<file path="src/rtl/cmf_pkg.sv">
package cmf_pkg;
  localparam int REG_W     = 16;
  localparam int HELD_W    = 10;
  localparam int BPV_W     = 3;
  localparam int LCV_W     = 4;
  localparam int START_BIT = 2;
  localparam int BP_POS    = 11;
  localparam int LO_POS    = 12;
  localparam int N_TGT     = 3;
  localparam int TGT_BP    = 0;
  localparam int TGT_LO    = 1;
  localparam int TGT_HI    = 2;

  // held register bits, packed so that bit 0 of the struct is register bit 0
  typedef struct packed {
    logic [BPV_W-1:0] bpv;
    logic [LCV_W-1:0] lcv;
    logic             start;
    logic [1:0]       aux;
  } mode_t;

  typedef struct packed {
    logic [BPV_W-1:0] bpv;
    logic [LCV_W-1:0] lcv;
  } fill_vals_t;

  function automatic logic [REG_W-1:0] fill_word(input int tgt, input fill_vals_t v);
    logic [REG_W-1:0] w;
    w = '0;
    case (tgt)
      TGT_BP:  w[BP_POS +: BPV_W] = v.bpv;
      TGT_LO:  w[LO_POS +: LCV_W] = v.lcv;
      default: w = '0;
    endcase
    return w;
  endfunction
endpackage

</file>
<file path="src/rtl/cmf_modereg.sv">
module cmf_modereg
  import cmf_pkg::*;
(
  input  logic             clk,
  input  logic             rst_n,
  input  logic             wr_en,
  input  logic [REG_W-1:0] wr_data,
  input  logic             hw_clr,
  output mode_t            mode_q
);
  mode_t mode_d;
  logic  mode_en;

  // a firmware write overrides the hardware clear in the same cycle
  always_comb begin
    mode_d  = mode_q;
    mode_en = wr_en | hw_clr;
    if (hw_clr) mode_d.start = 1'b0;
    if (wr_en)  mode_d = mode_t'(wr_data[HELD_W-1:0]);
  end

  always_ff @(posedge clk or negedge rst_n) begin
    if (!rst_n)       mode_q <= '0;
    else if (mode_en) mode_q <= mode_d;
  end
endmodule

</file>
<file path="src/rtl/cmf_seq.sv">
module cmf_seq
  import cmf_pkg::*;
#(
  parameter int DEPTH = 32,
  parameter int AW    = $clog2(DEPTH)
) (
  input  logic          clk,
  input  logic          rst_n,
  input  logic          launch,
  input  logic          abort,
  input  logic          frame_pulse,
  input  fill_vals_t    vals_in,
  output logic          busy,
  output logic          finish,
  output logic          req,
  output logic [AW-1:0] req_addr,
  output fill_vals_t    vals_q
);
  localparam int CNT_W = AW + 1;

  logic             busy_q, busy_d;
  logic [CNT_W-1:0] cnt_q, cnt_d;
  logic             fcnt_q, fcnt_d;
  fill_vals_t       vals_d;
  logic             seq_en;

  always_comb begin
    finish   = busy_q & frame_pulse & fcnt_q & ~abort;
    req      = busy_q & ~abort & (cnt_q < CNT_W'(DEPTH));
    req_addr = cnt_q[AW-1:0];
    busy_d   = busy_q;
    cnt_d    = cnt_q;
    fcnt_d   = fcnt_q;
    vals_d   = vals_q;
    seq_en   = launch | busy_q;
    if (launch) begin
      busy_d = 1'b1;
      cnt_d  = '0;
      fcnt_d = 1'b0;
      vals_d = vals_in;
    end else if (busy_q) begin
      if (abort || finish) begin
        busy_d = 1'b0;
      end else begin
        if (req)         cnt_d  = cnt_q + CNT_W'(1);
        if (frame_pulse) fcnt_d = 1'b1;
      end
    end
  end

  always_ff @(posedge clk or negedge rst_n) begin
    if (!rst_n) begin
      busy_q <= 1'b0;
      cnt_q  <= '0;
      fcnt_q <= 1'b0;
      vals_q <= '0;
    end else if (seq_en) begin
      busy_q <= busy_d;
      cnt_q  <= cnt_d;
      fcnt_q <= fcnt_d;
      vals_q <= vals_d;
    end
  end

  assign busy = busy_q;

  assert_two_frames_R7: assert property (@(posedge clk) disable iff (!rst_n)
    (busy_q && frame_pulse && fcnt_q && !abort) |=> !busy_q);
  assert_all_written_R6: assert property (@(posedge clk) disable iff (!rst_n)
    (busy_q && frame_pulse && fcnt_q && !abort) |-> (cnt_q == CNT_W'(DEPTH)));
  assert_one_frame_keeps_R7: assert property (@(posedge clk) disable iff (!rst_n)
    (busy_q && !fcnt_q && !abort && !launch) |=> busy_q);
endmodule

</file>
<file path="src/rtl/cmf_wrport.sv">
module cmf_wrport #(
  parameter int AW = 5,
  parameter int DW = 16
) (
  input  logic          clk,
  input  logic          rst_n,
  input  logic          req,
  input  logic [AW-1:0] addr,
  input  logic [DW-1:0] data,
  output logic          we_q,
  output logic [AW-1:0] addr_q,
  output logic [DW-1:0] data_q
);
  always_ff @(posedge clk or negedge rst_n) begin
    if (!rst_n) we_q <= 1'b0;
    else        we_q <= req;
  end

  always_ff @(posedge clk or negedge rst_n) begin
    if (!rst_n) begin
      addr_q <= '0;
      data_q <= '0;
    end else if (req) begin
      addr_q <= addr;
      data_q <= data;
    end
  end
endmodule

</file>
<file path="src/rtl/cm_fill_ctrl.sv">
module cm_fill_ctrl
  import cmf_pkg::*;
#(
  parameter int DEPTH = 32,
  parameter int AW    = $clog2(DEPTH)
) (
  input  logic             clk,
  input  logic             rst_n,
  input  logic             cfg_we,
  input  logic [REG_W-1:0] cfg_wdata,
  output logic [REG_W-1:0] cfg_rdata,
  input  logic             blk_prog_en,
  input  logic             frame_pulse,
  output logic             fill_busy,
  output logic             bp_we,
  output logic [AW-1:0]    bp_addr,
  output logic [REG_W-1:0] bp_wdata,
  output logic             lo_we,
  output logic [AW-1:0]    lo_addr,
  output logic [REG_W-1:0] lo_wdata,
  output logic             hi_we,
  output logic [AW-1:0]    hi_addr,
  output logic [REG_W-1:0] hi_wdata
);
  mode_t        mode_q;
  fill_vals_t   vals_in, vals_q;
  logic         busy, finish, req, launch, abort, hw_clr;
  logic [AW-1:0] req_addr;

  logic [N_TGT-1:0] we_v;
  logic [AW-1:0]    addr_v [N_TGT];
  logic [REG_W-1:0] data_v [N_TGT];

  always_comb begin
    launch  = cfg_we & cfg_wdata[START_BIT] & ~mode_q.start & blk_prog_en & ~busy;
    abort   = busy & (~blk_prog_en | (cfg_we & ~cfg_wdata[START_BIT]));
    hw_clr  = finish | (busy & ~blk_prog_en);
    vals_in = fill_vals_t'(cfg_wdata[HELD_W-1:START_BIT+1]);
  end

  cmf_modereg u_reg (
    .clk(clk), .rst_n(rst_n), .wr_en(cfg_we), .wr_data(cfg_wdata),
    .hw_clr(hw_clr), .mode_q(mode_q)
  );

  cmf_seq #(.DEPTH(DEPTH), .AW(AW)) u_seq (
    .clk(clk), .rst_n(rst_n), .launch(launch), .abort(abort),
    .frame_pulse(frame_pulse), .vals_in(vals_in), .busy(busy),
    .finish(finish), .req(req), .req_addr(req_addr), .vals_q(vals_q)
  );

  for (genvar t = 0; t < N_TGT; t++) begin : g_port
    logic [REG_W-1:0] word;
    assign word = fill_word(t, vals_q);
    cmf_wrport #(.AW(AW), .DW(REG_W)) u_port (
      .clk(clk), .rst_n(rst_n), .req(req), .addr(req_addr), .data(word),
      .we_q(we_v[t]), .addr_q(addr_v[t]), .data_q(data_v[t])
    );
  end

  assign cfg_rdata = {{(REG_W-HELD_W){1'b0}}, mode_q};
  assign fill_busy = busy;
  assign bp_we = we_v[TGT_BP];  assign bp_addr = addr_v[TGT_BP];  assign bp_wdata = data_v[TGT_BP];
  assign lo_we = we_v[TGT_LO];  assign lo_addr = addr_v[TGT_LO];  assign lo_wdata = data_v[TGT_LO];
  assign hi_we = we_v[TGT_HI];  assign hi_addr = addr_v[TGT_HI];  assign hi_wdata = data_v[TGT_HI];

  assert_write_lands_R2_R10: assert property (@(posedge clk) disable iff (!rst_n)
    cfg_we |=> (cfg_rdata[HELD_W-1:0] == $past(cfg_wdata[HELD_W-1:0])));
  assert_no_launch_R3: assert property (@(posedge clk) disable iff (!rst_n)
    (!fill_busy && !(cfg_we && cfg_wdata[START_BIT] && blk_prog_en)) |=> !fill_busy);
  assert_bp_format_R4: assert property (@(posedge clk) disable iff (!rst_n)
    bp_we |-> ((bp_wdata & ~(16'h0007 << BP_POS)) == '0));
  assert_lo_format_R5: assert property (@(posedge clk) disable iff (!rst_n)
    lo_we |-> ((lo_wdata & ~(16'h000F << LO_POS)) == '0));
  assert_hi_zero_R5: assert property (@(posedge clk) disable iff (!rst_n)
    hi_we |-> (hi_wdata == '0));
  assert_addr_step_R6: assert property (@(posedge clk) disable iff (!rst_n)
    (bp_we && $past(bp_we)) |-> (bp_addr == $past(bp_addr) + AW'(1)));
  assert_abort_R8: assert property (@(posedge clk) disable iff (!rst_n)
    (fill_busy && !blk_prog_en) |=> (!fill_busy && !bp_we && !cfg_rdata[START_BIT]));
endmodule

</file>
<file path="config.mk">
export PLATFORM = sky130hd
export DESIGN_NAME = cm_fill_ctrl
export DESIGN_NICKNAME = d
export VERILOG_FILES = /design/src/rtl/cmf_pkg.sv /design/src/rtl/cmf_modereg.sv /design/src/rtl/cmf_seq.sv /design/src/rtl/cmf_wrport.sv /design/src/rtl/cm_fill_ctrl.sv
export SDC_FILE = /design/constraint.sdc
export NUM_CORES = 1
export LEC_CHECK = 0
export BUFFER_PORTS_ARGS = -buffer_cell sky130_fd_sc_hd__buf_2
export CAP_MARGIN = 30
export CORE_MARGIN = 5
export CORE_UTILIZATION = 40
export DETAILED_ROUTE_END_ITERATION = 7
export PLACE_DENSITY = 0.73
export SETUP_SLACK_MARGIN = 0.02
export SKIP_LAST_GASP = 1
export SYNTH_ARGS = -nofsm -noshare
export SYNTH_HDL_FRONTEND = slang
export SYNTH_HIERARCHICAL = 1
export SYNTH_SLANG_ARGS = --single-unit
</file>
<file path="constraint.sdc">
create_clock -name clk -period 2.8 [get_ports clk]
set_input_delay 0.14 -clock clk [delete_from_list [all_inputs] [get_ports clk]]
set_output_delay 0.14 -clock clk [all_outputs]
set_load 0.01 [all_outputs]
</file>
==> results.txt <==
The flow ran to the end, and the final reports show no timing, DRC or antenna violations. The number of iterations in the first detailed-routing pass was 6; the worst-case reg-to-reg path depth was 5. The routed wire length is 7130 um. Cell type contributing the most total cell area after synthesis: dfrtp_1. On the critical path, the stage with the largest delay is an instance of dfrtp_1. The overall global routing resource usage was 0.130; the top-level I/O count was 104.

Proportion of layout cells with a drive suffix above 1: 0.542. Synthesis produced 233 cells. The number of violations of the max-capacitance limit came out at 0. For the worst-case headroom to the max-slew limit, the log shows 0.585.

The placement-stage worst setup slack was 0.906 ns. The final estimated routing congestion in global placement is 0.693. The worst register-to-register path begins at u_seq/busy.

For the total placed instance area, the log shows 4590 sq um. After detailed routing, the number of remaining DRC violations is 0. The sum of buffers and inverters on the critical path was 1; the count of final max-slew check failures was 0. The maximum level of the CTS H-tree was 3; the top-area cell type share of the netlist area was 0.581.

The required time of the worst setup path came out at 3.03 ns. The later pin in the worst-skew pair is clocked with a latency of 0.34 ns. Buffers inserted during clock tree synthesis total 9. Once placement completed, the tool counted placed cells totaling 487. For this run, the number of Yosys warnings is 6. Distinct cell type count of the synthesized netlist: 34. The primary flip-flop cell chosen by synthesis mapping is dfrtp_1. The worst setup path is captured at a flip-flop. Number of input and output port buffers inserted: 91. In this run the vertical extent of the chip is 109 um.

The wire length of the first global-routing pass came out at 12,000 um. In this run, synthesis inferred 0 flip-flops with an integrated enable. The worst register-to-register path ends at g_port[2].u_port/data_q[13]. The logs give 0.406 for the starting density of the core and 36 for the placement row count. In this design, the stage delay of the slowest critical-path cell is 0.49 ns. The post-synthesis sequential element count is 91.

Yosys attributes the largest share of cell area to dfrtp_1 (58%), mux2_4 (26%), mux2_2 (3.5%). The final cell count without fillers is 504. The clock period minus final worst setup slack was 1.89 ns. CTS placed an instance of clkbuf_8 at the clock tree root.

The average wire per standard cell was 14.1 um; the width of the die was 109 um. Fraction of the cycle the final worst path needs: 0.675. Post-route standard cell area excluding fillers: 4820 sq um. The die covers 11,900 sq um. The hold slack is 0.0268 ns.

Summed over all cells, the static leakage comes to 0.00243 uW. The HPWL after detailed placement is 5030 um. The min-delay analysis places its worst path in the category input pin to flip-flop.

Setup violations remaining at the end of the flow were counted as 0. The tools report the via count of the first global-routing pass as 2,454. Once routing completed, OpenROAD measured the worst setup slack at 0.911 ns. Number of endpoints with negative hold slack in the final report: 0. The worst register-to-register path has a setup slack of 0.91 ns.

The maximum number of pins on one net before global-route repair came out at 53. Across all layers, the routed design uses 2,196 vias. The tools report the element type at the critical path start as a flip-flop. In the final design database the tool counted 388 nets. In this run the cell area of the synthesized design comes to 3920 sq um. The pin slew with the least headroom to its limit works out to 0.622 ns. Clock skew on the completed layout was measured at 0.00836 ns. Data on the critical path arrives at its endpoint at 2.12 ns. The initial antenna violation count was 0; the DRC marker count from the first detailed-route iteration was 57. Timing would allow up to 529 MHz.

The maximum ir drop on the vdd rail was 0.000369 V; the average cell area after synthesis was 16.8 sq um. Clock-pin slew was measured on the worst setup and hold paths at 0.08 ns. The post-synthesis async set-or-reset flop share was 1.00.

Using the TritonRoute via totals, the vias-per-cell ratio works out to 4.36. The cell class contributing the biggest share of worst-path delay was flip-flops. CTS saw 91 sinks. The run gives 0 ns as the setup TNS after final layout.

TritonCTS built the clock tree. The commonest cells after synthesis are dfrtp_1 (91), mux2_4 (68), mux2_2 (12), buf_4 (11), buf_6 (9). Power spread over the standard cell area amounts to 1050 nW/um^2. Along the worst path, the maximum fanout reaches 52. The signal on the critical path passes through a21boi_0 > nand2b_4 > nor2_4 > buf_12 > mux2_2. The antenna cell count is 0, and the final antenna-violating net count is 0. The clock passes through at most 2 buffers. Setup repair after global routing left no endpoint under its margin. Following the worst setup path forward leads to its endpoint at g_port[2].u_port/data_q[13]. Summed over all layers, the global routing overflow is 0. The proportion of synthesized chip area in sequential cells was 0.581. The most critical setup path has its startpoint at u_seq/busy. The critical path crosses 5 cells after its start point.

The setup path with the least slack is of type flip-flop to flip-flop. After floorplanning, the core was sized to cover 9640 sq um. Most instantiated library cell after synthesis: dfrtp_1. Relative to the synthesized area, the layout overhead comes to 23.0%.
==> cells in the final DEF (no fill, tap or decap), drive strengths merged, types with 4 or more instances in the layout <==
cell type,Yosys,layout
buf,22,97
clkbuf,0,13
conb,1,47
dfrtp,91,91
mux2,81,81
nand2b,4,4
nor2,5,5
==> logic make-up after synthesis <==
group	Yosys count	share of synthesized area
AO/OA/AOI/OAI	10	0.0189
adder cells (fa/ha/maj)	1	0.00319
buffers and inverters	24	0.0514
flip-flops	91	0.581
multiplexers	82	0.301
other	1	0.000958
AND/OR/NAND/NOR	24	0.0434
==> metrics by stage <==
| stage | util | power, uW |
|---|---|---|
| finish | 0.500 | 5050 |
| global route | 0.500 | 5390 |
| CTS | 0.500 | 5150 |
| detailed placement | 0.477 | 4190 |
| global placement | 0.477 | 4100 |
| floorplan | - | 3550 |
==> sequential cells by signal, indices dropped and copies added, names as in the netlist <==
name,cells
g_port.u_port/addr_q,15
g_port.u_port/data_q,48
g_port.u_port/we_q,3
u_reg/mode_q,10
u_seq/busy,1
u_seq/cnt_q,6
u_seq/fcnt_q,1
u_seq/vals_q,7
==> per-layer routing <==
layer  global-route usage  vias to the layer above  wire, um
met5                    0                        -         0
met4               0.0460                        0        87
met2                0.211                       65      3350
li1                     -                     1026         -
met3               0.0391                        8       496
met1                0.164                     1097      3190
==> timing repair <==
action                     in CTS  in global routing
hold endpoints to repair       49                  0
setup endpoints to repair       0                  0
resized for setup               0                  0
setup buffers                   0                  0
hold buffers                    1                  0
==> power by group <==
part	switching, uW	total (uW)	leakage (uW)	internal (uW)
Clock	436	923	0.000102	487
Sequential	322	2160	0.00111	1840
Combinational	812	1970	0.00121	1160
Total	1570	5050	0.00243	3490
==> worst register-to-register path, stage by stage, from the launching register on <==
cell and delay (ns):
dfrtp_1 0.49, a21boi_0 0.19, nand2b_4 0.22, nor2_4 0.14
buf_12 0.35, mux2_2 0.40
==> area by class of cell <==
class	count	area, sq um
Sequential cell	91	2280
Multi-Input combinational cell	164	1630
Inverter	2	7.51
Fill cell	902	4820
Clock inverter	3	45.0
Timing Repair Buffer	98	526
Tap cell	133	166
Clock buffer	13	169
==> how the worst min path moves through the flow <==
stage	startpoint	slack, ns	endpoint	cells after the start
final	cfg_wdata[1]	0.03	u_reg/mode_q[1]	2
after detailed placement	rst_n	0.19	g_port[0].u_port/data_q[2]	1
after floorplan	rst_n	-0.16	g_port[0].u_port/addr_q[0]	0
after global routing	cfg_wdata[1]	0.01	u_reg/mode_q[1]	2
after CTS	cfg_wdata[1]	0.005	u_reg/mode_q[1]	2
after global placement	rst_n	0.18	g_port[0].u_port/data_q[1]	1
No activity file was read; power rests on OpenSTA's default activity.
